==> config.mk <==
export PLATFORM = sky130hd
export DESIGN_NAME = acc_cpu
export DESIGN_NICKNAME = d
export VERILOG_FILES = /design/src/rtl/acc_cpu_pkg.sv /design/src/rtl/acc_cpu_seq.sv /design/src/rtl/acc_cpu_path.sv /design/src/rtl/acc_cpu_ram.sv /design/src/rtl/acc_cpu.sv
export SDC_FILE = /design/constraint.sdc
export NUM_CORES = 1
export LEC_CHECK = 0
export ABC_AREA = 1
export BUFFER_PORTS_ARGS = -buffer_cell sky130_fd_sc_hd__clkbuf_2
export CAP_MARGIN = 20
export CELL_PAD_IN_SITES_DETAIL_PLACEMENT = 1
export CELL_PAD_IN_SITES_GLOBAL_PLACEMENT = 2
export CORE_UTILIZATION = 38
export CTS_CLUSTER_SIZE = 30
export DETAILED_ROUTE_END_ITERATION = 10
export PLACE_DENSITY_LB_ADDON = 0.1
export SLEW_MARGIN = 30
export SYNTH_ARGS = -nofsm -noshare
export SYNTH_HDL_FRONTEND = slang
export SYNTH_SLANG_ARGS = --single-unit
==> constraint.sdc <==
create_clock -name clk -period 3.7 [get_ports clk]
set_input_delay 0.185 -clock clk [delete_from_list [all_inputs] [get_ports clk]]
set_output_delay 0.185 -clock clk [all_outputs]
set_load 0.02 [all_outputs]
==> src/rtl/acc_cpu_pkg.sv <==
package acc_cpu_pkg;

    localparam int DATA_W  = 8;
    localparam int ADDR_W  = 4;
    localparam int OPC_W   = DATA_W - ADDR_W;
    localparam int DEPTH   = 1 << ADDR_W;
    localparam int NSTATE  = 8;
    localparam int STATE_W = $clog2(NSTATE);
    localparam int IMG_W   = DATA_W * DEPTH;
    localparam int NSRC    = 5;

    typedef logic [DATA_W-1:0] word_t;
    typedef logic [ADDR_W-1:0] addr_t;
    typedef logic [OPC_W-1:0]  opc_t;

    typedef enum logic [STATE_W-1:0] {
        T0, T1, T2, T3, T4, T5, T6, T7
    } tstate_e;

    localparam opc_t OP_LOAD   = opc_t'(4'h0);
    localparam opc_t OP_ADD    = opc_t'(4'h1);
    localparam opc_t OP_ADDI   = opc_t'(4'h2);
    localparam opc_t OP_ADDIND = opc_t'(4'h3);
    localparam opc_t OP_STORE  = opc_t'(4'h4);
    localparam opc_t OP_STOP   = opc_t'(4'hF);

    // Strobes raised by the sequencer; *_en drive the bus, *_ld capture it.
    typedef struct packed {
        logic pc_en;
        logic pc_inc;
        logic mar_ld;
        logic ir_ld;
        logic ir_en;
        logic mem_en;
        logic mem_wr;
        logic acc_en;
        logic acc_ld;
        logic tmp_ld;
        logic alu_en;
        logic halt;
    } ctl_t;

    // Program used when no other image is given: load, indirect add,
    // immediate add, stop, followed by three data words.
    localparam logic [IMG_W-1:0] DEMO_IMAGE =
        128'h00000000_00000000_00070605_F0263504;

    function automatic opc_t op_of(word_t w);
        return w[DATA_W-1 -: OPC_W];
    endfunction

    function automatic addr_t arg_of(word_t w);
        return w[ADDR_W-1:0];
    endfunction

    function automatic word_t widen(addr_t a);
        return {{(DATA_W-ADDR_W){1'b0}}, a};
    endfunction

    // Microcode: strobes for one timing state of one opcode.
    function automatic ctl_t microstep(tstate_e st, opc_t op);
        ctl_t c;
        c = '0;
        case (st)
            T0: begin
                c.pc_en  = 1'b1;
                c.mar_ld = 1'b1;
            end
            T1: c.pc_inc = 1'b1;
            T2: begin
                c.mem_en = 1'b1;
                c.ir_ld  = 1'b1;
            end
            T3: begin
                case (op)
                    OP_LOAD, OP_ADD, OP_ADDIND, OP_STORE: begin
                        c.ir_en  = 1'b1;
                        c.mar_ld = 1'b1;
                    end
                    OP_ADDI: begin
                        c.ir_en  = 1'b1;
                        c.tmp_ld = 1'b1;
                    end
                    OP_STOP: c.halt = 1'b1;
                    default: ;
                endcase
            end
            T4: begin
                case (op)
                    OP_LOAD: begin
                        c.mem_en = 1'b1;
                        c.acc_ld = 1'b1;
                    end
                    OP_ADD: begin
                        c.mem_en = 1'b1;
                        c.tmp_ld = 1'b1;
                    end
                    OP_ADDIND: begin
                        c.mem_en = 1'b1;
                        c.mar_ld = 1'b1;
                    end
                    OP_ADDI: begin
                        c.alu_en = 1'b1;
                        c.acc_ld = 1'b1;
                    end
                    OP_STORE: begin
                        c.acc_en = 1'b1;
                        c.mem_wr = 1'b1;
                    end
                    default: ;
                endcase
            end
            T5: begin
                case (op)
                    OP_ADD: begin
                        c.alu_en = 1'b1;
                        c.acc_ld = 1'b1;
                    end
                    OP_ADDIND: begin
                        c.mem_en = 1'b1;
                        c.tmp_ld = 1'b1;
                    end
                    default: ;
                endcase
            end
            T6: begin
                if (op == OP_ADDIND) begin
                    c.alu_en = 1'b1;
                    c.acc_ld = 1'b1;
                end
            end
            default: ;
        endcase
        return c;
    endfunction

endpackage

==> src/rtl/acc_cpu_seq.sv <==
module acc_cpu_seq
    import acc_cpu_pkg::*;
(
    input  logic    clk,
    input  logic    rst,
    input  opc_t    op,
    output ctl_t    ctl,
    output tstate_e state,
    output logic    halted
);

    always_ff @(posedge clk) begin
        if (rst) begin
            state  <= T0;
            halted <= 1'b0;
        end else if (!halted) begin
            if (ctl.halt) begin
                halted <= 1'b1;
                state  <= T0;
            end else begin
                state <= tstate_e'(state + 1'b1);
            end
        end
    end

    always_comb begin
        if (halted) begin
            ctl = '0;
        end else begin
            ctl = microstep(state, op);
        end
    end

endmodule

==> src/rtl/acc_cpu_path.sv <==
module acc_cpu_path
    import acc_cpu_pkg::*;
(
    input  logic  clk,
    input  logic  rst,
    input  ctl_t  ctl,
    input  word_t mem_rd,
    output word_t bus,
    output addr_t mar,
    output addr_t pc,
    output word_t acc,
    output opc_t  op
);

    word_t ir;
    word_t tmp;
    word_t alu_sum;
    word_t src [NSRC];
    logic [NSRC-1:0] sel;

    assign alu_sum = acc + tmp;

    assign src[0] = widen(pc);
    assign src[1] = widen(arg_of(ir));
    assign src[2] = mem_rd;
    assign src[3] = acc;
    assign src[4] = alu_sum;
    assign sel    = {ctl.alu_en, ctl.acc_en, ctl.mem_en, ctl.ir_en, ctl.pc_en};

    // AND-OR bus: the microcode enables at most one source per state.
    always_comb begin
        bus = '0;
        for (int s = 0; s < NSRC; s++) begin
            if (sel[s]) begin
                bus = bus | src[s];
            end
        end
    end

    always_ff @(posedge clk) begin
        if (rst) begin
            pc  <= '0;
            mar <= '0;
            ir  <= '0;
            acc <= '0;
            tmp <= '0;
        end else begin
            if (ctl.pc_inc) pc  <= pc + 1'b1;
            if (ctl.mar_ld) mar <= arg_of(bus);
            if (ctl.ir_ld)  ir  <= bus;
            if (ctl.acc_ld) acc <= bus;
            if (ctl.tmp_ld) tmp <= bus;
        end
    end

    assign op = op_of(ir);

endmodule

==> src/rtl/acc_cpu_ram.sv <==
module acc_cpu_ram
    import acc_cpu_pkg::*;
#(
    parameter logic [IMG_W-1:0] INIT_IMAGE = DEMO_IMAGE
) (
    input  logic  clk,
    input  logic  rst,
    input  logic  we,
    input  addr_t addr,
    input  word_t wd,
    output word_t rd
);

    word_t cells [DEPTH];

    for (genvar g = 0; g < DEPTH; g++) begin : gen_cell
        word_t q;
        always_ff @(posedge clk) begin
            if (rst) begin
                q <= INIT_IMAGE[g*DATA_W +: DATA_W];
            end else if (we && addr == addr_t'(g)) begin
                q <= wd;
            end
        end
        assign cells[g] = q;
    end

    assign rd = cells[addr];

endmodule

==> src/rtl/acc_cpu.sv <==
module acc_cpu
    import acc_cpu_pkg::*;
#(
    parameter logic [IMG_W-1:0] INIT_IMAGE = DEMO_IMAGE
) (
    input  logic               clk,
    input  logic               rst,
    output logic [DATA_W-1:0]  acc_o,
    output logic [ADDR_W-1:0]  pc_o,
    output logic               halted_o,
    output logic [STATE_W-1:0] state_o
);

    ctl_t    ctl;
    tstate_e state;
    logic    halted;
    opc_t    op;
    word_t   bus;
    word_t   mem_rd;
    addr_t   mar;
    addr_t   pc;
    word_t   acc;

    acc_cpu_seq u_seq (
        .clk    (clk),
        .rst    (rst),
        .op     (op),
        .ctl    (ctl),
        .state  (state),
        .halted (halted)
    );

    acc_cpu_path u_path (
        .clk    (clk),
        .rst    (rst),
        .ctl    (ctl),
        .mem_rd (mem_rd),
        .bus    (bus),
        .mar    (mar),
        .pc     (pc),
        .acc    (acc),
        .op     (op)
    );

    acc_cpu_ram #(.INIT_IMAGE(INIT_IMAGE)) u_ram (
        .clk  (clk),
        .rst  (rst),
        .we   (ctl.mem_wr),
        .addr (mar),
        .wd   (bus),
        .rd   (mem_rd)
    );

    assign acc_o    = acc;
    assign pc_o     = pc;
    assign halted_o = halted;
    assign state_o  = state;

endmodule

# Word level (Yosys, flattened, before mapping)
# Index checks and enable logic that the tools add are counted.
[word_totals] ff_bits=164 out_inout_bits=16 elab_cells=113
[classes] add_sub_neg=3 order_cmp=1 eq_ne=26 mux=32 n_bitwise=5 reduce_logical=23
[ops] cell="$mux 8" count=6
[ops] cell="$eq 4x4->1 const B" count=9
[ops] cell="$bmux 8 s4" count=1
[ops] cell="$or 8x8->8" count=3
[ops] cell="$eq 4x3->1 const B" count=5
[ops] cell="$eq 4x2->1 const B" count=4
[ops] cell="$logic_and 1x1->1" count=16
[ops] cell="$mux 1" count=15
[ops] cell="$pmux 1 s3" count=5
[ops] cell="$mux 12" count=1
[ops] cell="$eq 3x3->1 const B" count=3
[ops] cell="$add 8x8->8" count=1
[ops] cell="$eq 4x1->1 const B" count=2
[ops] cell="$logic_not 4->1" count=2
[ops] cell="$or 8x4->8" count=1
[ops] cell="$eq 3x2->1 const B" count=2
[ops] cell="$ge 5x5->1 const B" count=1
[ops] cell="$not 4->5" count=1
[ops] cell="$reduce_or 5->1" count=1
[ops] cell="$add 4x1->4 const B" count=1
[ops] cell="$mux 2" count=2
[ops] cell="$mux 4" count=1
[ops] cell="$reduce_or 4->1" count=1
[ops] cell="$add 3x1->3 const B" count=1
[ops] cell="5 further kinds" count=5

# Longest topological paths before layout
# Gate-level depths: netlist (run 1).
[logic_depth] ltp_word=14 ltp_mapped=15 depth_no_buf=14

# Hierarchy
# A second synthesis (run 1) with hierarchy kept.
[hier_totals] hier_cells=1358 hier_area_um2=8469.4
[modules_own_cells] mod="acc_cpu_ram" n_inst=1 cells_per_inst=972 area_each_um2=6048.3 seq_area_each_um2=2562.5
[modules_own_cells] mod="acc_cpu_path" n_inst=1 cells_per_inst=297 area_each_um2=1928.1 seq_area_each_um2=640.6
[modules_own_cells] mod="acc_cpu_seq" n_inst=1 cells_per_inst=89 area_each_um2=493.0 seq_area_each_um2=80.1

# Worst setup path before layout (run 1)
# OpenSTA, ideal clock, no wires.
[synth_timing] kind="reg-to-reg" start="register u_seq.state[0]" end="register u_ram.gen_cell[11].q[5]" arrival_time_ns=2.037 required_time_ns=3.591 slack_ns=1.554 path_stages_with_launch=14 path_cell_list="dfxtp_1 inv_1 ha_1 nand2_1 inv_1 nand3_1 nand3_1 nand2_1 inv_2 nand3_1 clkbuf_1 nand4_1 nand2_1 inv_1"
[synth_between] elab_chain_cells=10 elab_cells_between_ends=18 classes_between="5 x eq/ne; 9 x mux; 3 x bitwise; 1 x reduce/logical"
[synth_rtl] item="from (decl)" line="acc_cpu_seq.sv:8" rtl="output tstate_e state,"
[synth_rtl] item="from (signal assigned)" line="acc_cpu_seq.sv:21" rtl="state <= tstate_e'(state + 1'b1);"
[synth_rtl] item="$eq 3x2->1" line="acc_cpu_pkg.sv:64" rtl="case (st)"
[synth_rtl] item="$mux 1" line="acc_cpu_pkg.sv:64"
[synth_rtl] item="$mux 12 (*)" line="acc_cpu_seq.sv:27" rtl="if (halted) begin"
[synth_rtl] item="$mux 8" line="acc_cpu_path.sv:34" rtl="if (sel[s]) begin"
[synth_rtl] item="$or 8x8->8" line="acc_cpu_path.sv:35" rtl="bus = bus | src[s];"
[synth_rtl] item="$mux 8" line="acc_cpu_path.sv:34"
[synth_rtl] item="$or 8x8->8" line="acc_cpu_path.sv:35"
[synth_rtl] item="$mux 8" line="acc_cpu_path.sv:34"
[synth_rtl] item="$or 8x8->8" line="acc_cpu_path.sv:35"
[synth_rtl] item="$mux 8" line="acc_cpu_path.sv:34"
[synth_rtl] item="to (signal assigned)" line="acc_cpu_ram.sv:20" rtl="q <= INIT_IMAGE[g*DATA_W +: DATA_W];"
[synth_rtl] item="to (signal assigned)" line="acc_cpu_ram.sv:22" rtl="q <= wd;"
[synth_rtl] item="to (decl)" line="acc_cpu_ram.sv:17" rtl="word_t q;"
# Every way passes the cells marked *; elsewhere a longest branch is shown, timed or not.
# A chain may end at the register's enable or synchronous reset.

# Final worst setup path (run 1)
[layout_timing] start="register u_path.mar[1]" end="register u_ram.gen_cell[2].q[1]"
[layout_between] elab_chain_cells=10 elab_cells_between_ends=12 classes_between="1 x eq/ne; 6 x mux; 4 x bitwise; 1 x reduce/logical"
[layout_rtl] item="from (decl)" line="acc_cpu_path.sv:9" rtl="output addr_t mar,"
[layout_rtl] item="from (signal assigned)" line="acc_cpu_path.sv:49" rtl="if (ctl.mar_ld) mar <= arg_of(bus);"
[layout_rtl] item="$not 4->5 (implied by the code)" line="acc_cpu_ram.sv:28" rtl="assign rd = cells[addr];"
[layout_rtl] item="$bmux 8 s4" line="acc_cpu_ram.sv:28"
[layout_rtl] item="$mux 8 (implied by the code) (2 in a row)" line="acc_cpu_ram.sv:28"
[layout_rtl] item="$or 8x8->8" line="acc_cpu_path.sv:35"
[layout_rtl] item="$mux 8" line="acc_cpu_path.sv:34"
[layout_rtl] item="$or 8x8->8" line="acc_cpu_path.sv:35"
[layout_rtl] item="$mux 8" line="acc_cpu_path.sv:34"
[layout_rtl] item="$or 8x8->8" line="acc_cpu_path.sv:35"
[layout_rtl] item="$mux 8" line="acc_cpu_path.sv:34"
[layout_rtl] item="to (signal assigned)" line="acc_cpu_ram.sv:20"
[layout_rtl] item="to (signal assigned)" line="acc_cpu_ram.sv:22"
[layout_rtl] item="to (decl)" line="acc_cpu_ram.sv:17"
# Several ways; a longest one is shown, not always the timed one. The select of a mux whose other input is x is not followed.

==> flow_summary.toml, run 1 <==
[run_status]
status = "complete, no violations"

[pwr]
cellPowerDensity_mw_per_mm2 = 430
peakVddDrop_v = 0.000266
leakagePower_nw = 5.15

[routing]
dr.pass1.iters = 6
wire_per_inst_um = 18.9
drc = 0
drtIter0Drc = 663
routed_wl_um = 33800
viasPerCell = 5.15
antenna_left = 0
vias = 9239

[critical_path]
critPathMaxStageDelay_ns = 0.73
r2r_slack_ns = 0.56
r2r-start = "u_path.mar[1]$_SDFFE_PP0P_"
end_kind = "flop"
crit_arrival_ns = 3.46
cp_top_family = "simple AND/OR/NAND/NOR gates"
cp_data_required_time_ns = 4.02
worst_setup_path_start_kind = "flop"
rr_endpoint = "u_ram.gen_cell[2].q[1]$_SDFFE_PP1P_"
crit_path_top_delay_cell = "dfxtp_1"
crit_type = "reg -> reg"
cp-startpoint = "u_path.mar[1]$_SDFFE_PP0P_"
cp-endpoint = "u_ram.gen_cell[2].q[1]$_SDFFE_PP1P_"
crit_fanout = 19
path_common_cell = "nand2_1"
crit_cells = 11
cp_num_buf_inv = 2
r2r_cells = 11
worstPathCellList = "inv_2, nand2_2, inv_2, nand2_1, nand4_1, nand2_1, nand2_1, o21ai_4, nand2_1, nand2_1, nand2_1"

[floorplanning]
die_area_mm2 = 0.0246
core_mm2 = 0.0235
die_y_um = 157
io_pins = 18
start_util_pct = 38.7
fp.dieW_um = 157
row_count = 56

[clock_network]
clkTransAtPathRegs_ns = 0.07
cts_made_buffers = 17
holdBufCountCts = 0
cts_max_path_buffers = 2
clk_latency_ns = 0.44
htreeDepth = 4
cts.repair.resized = 0
clock-root-buffer = "clkbuf_16"
cts_tree = "done"
cts.sinks = 164
cts_setup_buffers = 0

[final_layout]
n_antenna_cell = 0
design_area_mm2 = 0.0102
nets = 1478
filler_cell_count = 3142
area_delta_synth_final_pct = 11.8
multiInputGateArea_mm2 = 0.00455
seqCellArea_mm2 = 0.00328
layout.cells.non_filler = 1794
layout-drive-gt1-share_pct = 8.27

[placement]
placed_area_mm2 = 0.00958
hpwl_um = 23500
gp_routability_congestion = 0.864
port_buffers = 17
placed_cells = 1762

[yosys]
ys.flop_type = "dfxtp_1"
syn_area_per_cell_um2 = 6.28
ys_seq_area_share_pct = 36.1
syn_nets = 1465
ys_warn_count = 0
synthArstFlopShare_pct = 0
ys_types = 34
ys_seq_elements = 164
synth-edff-count = 0
synth_cells = 1449
netlist_area_mm2 = 0.00909

[timing]
finalHoldViolations = 0
skew_ns = 0.0134
setup-tns-final_ns = 0
rsz0062_at_grt = "false"
period_needed_ns = 3.14
maxSlewViolCount = 0
finalCritPeriodShare_pct = 85.0
finalSetupViolCount = 0
fmax_mhz = 318
tightest_slew_ns = 0.814
slew_headroom_pct = 45.6

[global_route]
grt.total_usage_pct = 28.7
grt_pass1_wl_um = 52400
antenna_found_initial = 0
gr-total-overflow = 0
grt_pass1_vias = 8963
grt_max_degree = 91

[flow_run]
drv_cap = 0

[worst_hold_path]
hold_class = "in -> reg"
## stage by stage
step / worst slack, ns / hold WS (ns) / util (%) / power, mW
floorplan: 1.55 / 0.440 / - / 2.31
global placement: 0.848 / 0.452 / 40.8 / 2.54
detailed placement: 0.719 / 0.461 / 40.8 / 2.54
CTS: 0.628 / 0.130 / 43.3 / 4.40
global route: 0.420 / 0.149 / 43.3 / 4.55
finish: 0.557 / 0.133 / 43.3 / 4.38
## sequential cells by signal, indices dropped and copies added (netlist names)
register and count:
u_seq.state 3, u_path.pc 4, u_ram.gen_cell.q 128, u_path.tmp 8, u_path.mar 4, u_path.acc 8, u_path.ir 8, u_seq.halted 1
## report_power, final
group / internal [mW] / total, mW / leakage (nW) / switching (mW)
clock network: 1.01 / 1.87 / 0.285 / 0.852
registers: 1.79 / 1.84 / 1.32 / 0.0450
logic: 0.170 / 0.674 / 3.54 / 0.504
## routing by layer
| metal | GRT usage [%] | vias to the layer above | wire length [µm] |
|---|---|---|---|
| li1 | - | 4554 | - |
| met1 | 38.8 | 4424 | 15900 |
| met2 | 46.2 | 208 | 15600 |
| met3 | 4.02 | 53 | 1340 |
| met4 | 10.2 | 0 | 922 |
| met5 | 0 | - | 0 |
## worst min-delay path by stage
stage / start / endpoint / slack, ns / cells after the start
6_report: rst / u_seq.state[2]$_SDFFE_PP0N_ / 0.13 / 2
5_1_grt: rst / u_seq.state[2]$_SDFFE_PP0N_ / 0.15 / 2
4_1_cts: rst / u_seq.state[2]$_SDFFE_PP0N_ / 0.13 / 2
3_5_place_dp: u_ram.gen_cell[3].q[6]$_SDFFE_PP1P_ / u_ram.gen_cell[3].q[6]$_SDFFE_PP1P_ / 0.46 / 2
3_3_place_gp: u_ram.gen_cell[3].q[7]$_SDFFE_PP1P_ / u_ram.gen_cell[3].q[7]$_SDFFE_PP1P_ / 0.45 / 2
2_1_floorplan: u_ram.gen_cell[3].q[7]$_SDFFE_PP1P_ / u_ram.gen_cell[3].q[7]$_SDFFE_PP1P_ / 0.44 / 2
## final cells by class
class | count | area share [%]
Timing Repair Buffer | 57 | 3.85
Inverter | 255 | 9.41
Clock buffer | 17 | 4.18
Clock inverter | 15 | 1.65
Tap cell | 319 | 3.92
Sequential cell | 164 | 32.3
Multi-Input combinational cell | 967 | 44.7
## Yosys cell counts, types with 2 or more instances
master / count / area [µm²]
nand4_1: 67 / 419
nor2_2: 11 / 68.8
nor3_1: 2 / 10.0
nand2_1: 439 / 1650
o21ai_0: 11 / 55.1
inv_1: 245 / 920
nand3_1: 109 / 546
nand2_2: 4 / 25.0
o21ai_2: 2 / 17.5
a21oi_1: 105 / 526
nand3b_1: 2 / 15.0
nor3_2: 3 / 30.0
o21a_1: 50 / 375
buf_2: 23 / 115
ha_1: 13 / 163
inv_2: 9 / 33.8
o21ai_4: 2 / 32.5
buf_4: 12 / 90.1
nor2_1: 134 / 503
buf_1: 7 / 26.3
xnor2_1: 2 / 17.5
dfxtp_1: 164 / 3280
clkbuf_1: 20 / 75.1
o22ai_1: 3 / 18.8
## cell families (layout without fill, tap and decap cells)
group	Yosys count	after routing	share of synthesized area, %
buffers and inverters	318	344	13.9
adder cells (fa/ha/maj)	14	14	2.01
flip-flops	164	164	36.1
XOR/XNOR	3	3	0.289
AND/OR/NAND/NOR	773	773	36.1
AO/OA/AOI/OAI	177	177	11.6
## cell usage in the layout, fill, tap and decap left out, drive strengths merged, types with 4 or more instances in the layout
cell / count
nor2: 146
nand3: 109
dfxtp: 164
o21a: 50
nand4: 67
o21ai: 16
nor3: 5
nand2: 443
clkinv: 4
inv: 261
buf: 41
ha: 13
a21oi: 105
clkbuf: 33
No activity file was read; power rests on OpenSTA's default activity.
==> inputs of run 2 (changes only) <==
--- a/config.mk
+++ b/config.mk
@@ -10,7 +10,7 @@
 export CAP_MARGIN = 20
 export CELL_PAD_IN_SITES_DETAIL_PLACEMENT = 1
 export CELL_PAD_IN_SITES_GLOBAL_PLACEMENT = 2
-export CORE_UTILIZATION = 38
+export CORE_UTILIZATION = 31
 export CTS_CLUSTER_SIZE = 30
 export DETAILED_ROUTE_END_ITERATION = 10
 export PLACE_DENSITY_LB_ADDON = 0.1
==> constraint.sdc (replaced) <==
create_clock -name clk -period 2.6 [get_ports clk]
set_input_delay 0.13 -clock clk [delete_from_list [all_inputs] [get_ports clk]]
set_output_delay 0.13 -clock clk [all_outputs]
set_load 0.02 [all_outputs]
==> flow_summary.toml, run 2 (synthesis gave the netlist of run 1 again) <==
[critical_path]
cp_num_buf_inv = 3
path_common_cell = "nand2_1"
cp_top_family = "simple AND/OR/NAND/NOR gates"
crit_type = "reg -> reg"
crit_fanout = 15
end_kind = "flop"
crit_path_top_delay_cell = "dfxtp_1"
worst_setup_path_start_kind = "flop"
critPathMaxStageDelay_ns = 0.42
crit_arrival_ns = 2.73
worstPathCellList = "inv_1, ha_1, nand2_1, inv_1, nand3_1, nand3_1, nand2_1, nor2_1, nor2_1, buf_12, nand2_1, nand2_1, nand2_1"
cp_data_required_time_ns = 2.94

[floorplanning]
io_pins = 18
row_count = 62
die_y_um = 173
start_util_pct = 31.6
die_area_mm2 = 0.0300
fp.dieW_um = 173
core_mm2 = 0.0288

[global_route]
grt_pass1_wl_um = 55100
antenna_found_initial = 0
grt_max_degree = 112
grt_pass1_vias = 9230
grt.total_usage_pct = 24.1
gr-total-overflow = 0

[routing]
routed_wl_um = 35100
drtIter0Drc = 517
antenna_left = 0
drc = 0
vias = 9186
dr.pass1.iters = 4
viasPerCell = 4.88
wire_per_inst_um = 18.6

[timing]
slew_headroom_pct = 52.2
finalHoldViolations = 0
period_needed_ns = 2.39
maxSlewViolCount = 0
finalCritPeriodShare_pct = 91.9
finalSetupViolCount = 0
fmax_mhz = 419
whs_ns = 0.106
tightest_slew_ns = 0.714
rsz0062_at_grt = "false"
setup-tns-final_ns = 0
skew_ns = 0.0131

[clock_network]
cts_setup_buffers = 0
clkTransAtPathRegs_ns = 0.08
cts_max_path_buffers = 2
clock-root-buffer = "clkbuf_16"
cts.sinks = 164
cts_tree = "done"
clk_latency_ns = 0.45
cts_made_buffers = 17
htreeDepth = 4

[placement]
placed_area_mm2 = 0.00992
hpwl_um = 24400
port_buffers = 17
gp_routability_congestion = 0.813

[final_layout]
filler_cell_count = 3741
layout-drive-gt1-share_pct = 9.75
seqCellArea_mm2 = 0.00328
nets = 1501
multiInputGateArea_mm2 = 0.00456
area_delta_synth_final_pct = 15.8
layout_common_cells = "nand2_1 (439), inv_1 (245), dfxtp_1 (164), nor2_1 (133), nand3_1 (109)"
largest_register_ffs = 128
largest-register = "u_ram.gen_cell.q"
mostFrequentLayoutCell = "nand2_1"
n_antenna_cell = 0
design_area_mm2 = 0.0105

[flow_run]
drv_cap = 0

[pwr]
peakVddDrop_v = 0.000505
leakagePower_nw = 5.30
cellPowerDensity_mw_per_mm2 = 604

[run_status]
status = "complete, no violations"

[worst_hold_path]
hold_class = "in -> reg"
run 2: cell types whose count changed in the layout (fill, tap and decap cells not counted), sizes merged:
cell	delta
buf	+23
clkbuf	+2
clkinv	+2
inv	-4
run 2: metrics by stage:
step / setup WS [ns] / total power, mW / cells / util [%]
global placement: 0.237 / 3.73 / 1850 / 34.5
finish: 0.211 / 6.36 / 1882 / 36.6
global route: 0.00975 / 6.62 / 1882 / 36.6
CTS: 0.166 / 6.43 / 1882 / 36.6
floorplan: 0.454 / 3.28 / 1449 / -
detailed placement: 0.182 / 3.74 / 1850 / 34.5
run 2: final timing paths:
kind | end | depth (start not counted) | slack [ns] | start
setup / recovery | u_ram.gen_cell[6].q[2]$_SDFFE_PP1P_ | 13 | 0.21 | u_seq.state[0]$_SDFFE_PP0N_
hold reg to reg | u_ram.gen_cell[2].q[5]$_SDFFE_PP1P_ | 2 | 0.48 | u_ram.gen_cell[2].q[5]$_SDFFE_PP1P_
setup reg to reg | u_ram.gen_cell[6].q[2]$_SDFFE_PP1P_ | 13 | 0.21 | u_seq.state[0]$_SDFFE_PP0N_
hold / removal | u_path.pc[0]$_SDFFE_PP0P_ | 4 | 0.11 | rst
run 2: layout make-up:
cell class	count	area share, %
Tap cell	384	4.56
Timing Repair Buffer	80	6.16
Multi-Input combinational cell	967	43.3
Sequential cell	164	31.2
Clock buffer	19	4.30
Clock inverter	13	1.41
Inverter	255	9.09
run 2: timing repair:
item                       4_1_cts  5_1_grt
hold buffers                     0        0
setup endpoints to repair        0        2
gates resized for setup          0        1
hold endpoints to repair         0        0
run 2: worst reg2reg max path, stage by stage, from the launching register on:
cell     delay, ns
dfxtp_1       0.42
inv_1         0.09
ha_1          0.25
nand2_1       0.14
inv_1         0.10
nand3_1       0.09
nand3_1       0.09
nand2_1       0.22
nor2_1        0.07
nor2_1        0.19
buf_12        0.19
nand2_1       0.23
nand2_1       0.13
nand2_1       0.05
run 2: layer usage:
metal	global-route usage, %	part of all wire [%]
met1	33.1	49
met2	39.5	46
met3	3.07	3.3
met4	6.64	1.6
met5	0	0
run 2: where the power goes:
group          internal [mW]  switching, mW
Clock                   1.48           1.21
Sequential              2.55         0.0457
Combinational          0.317          0.761
Total                   4.35           2.01
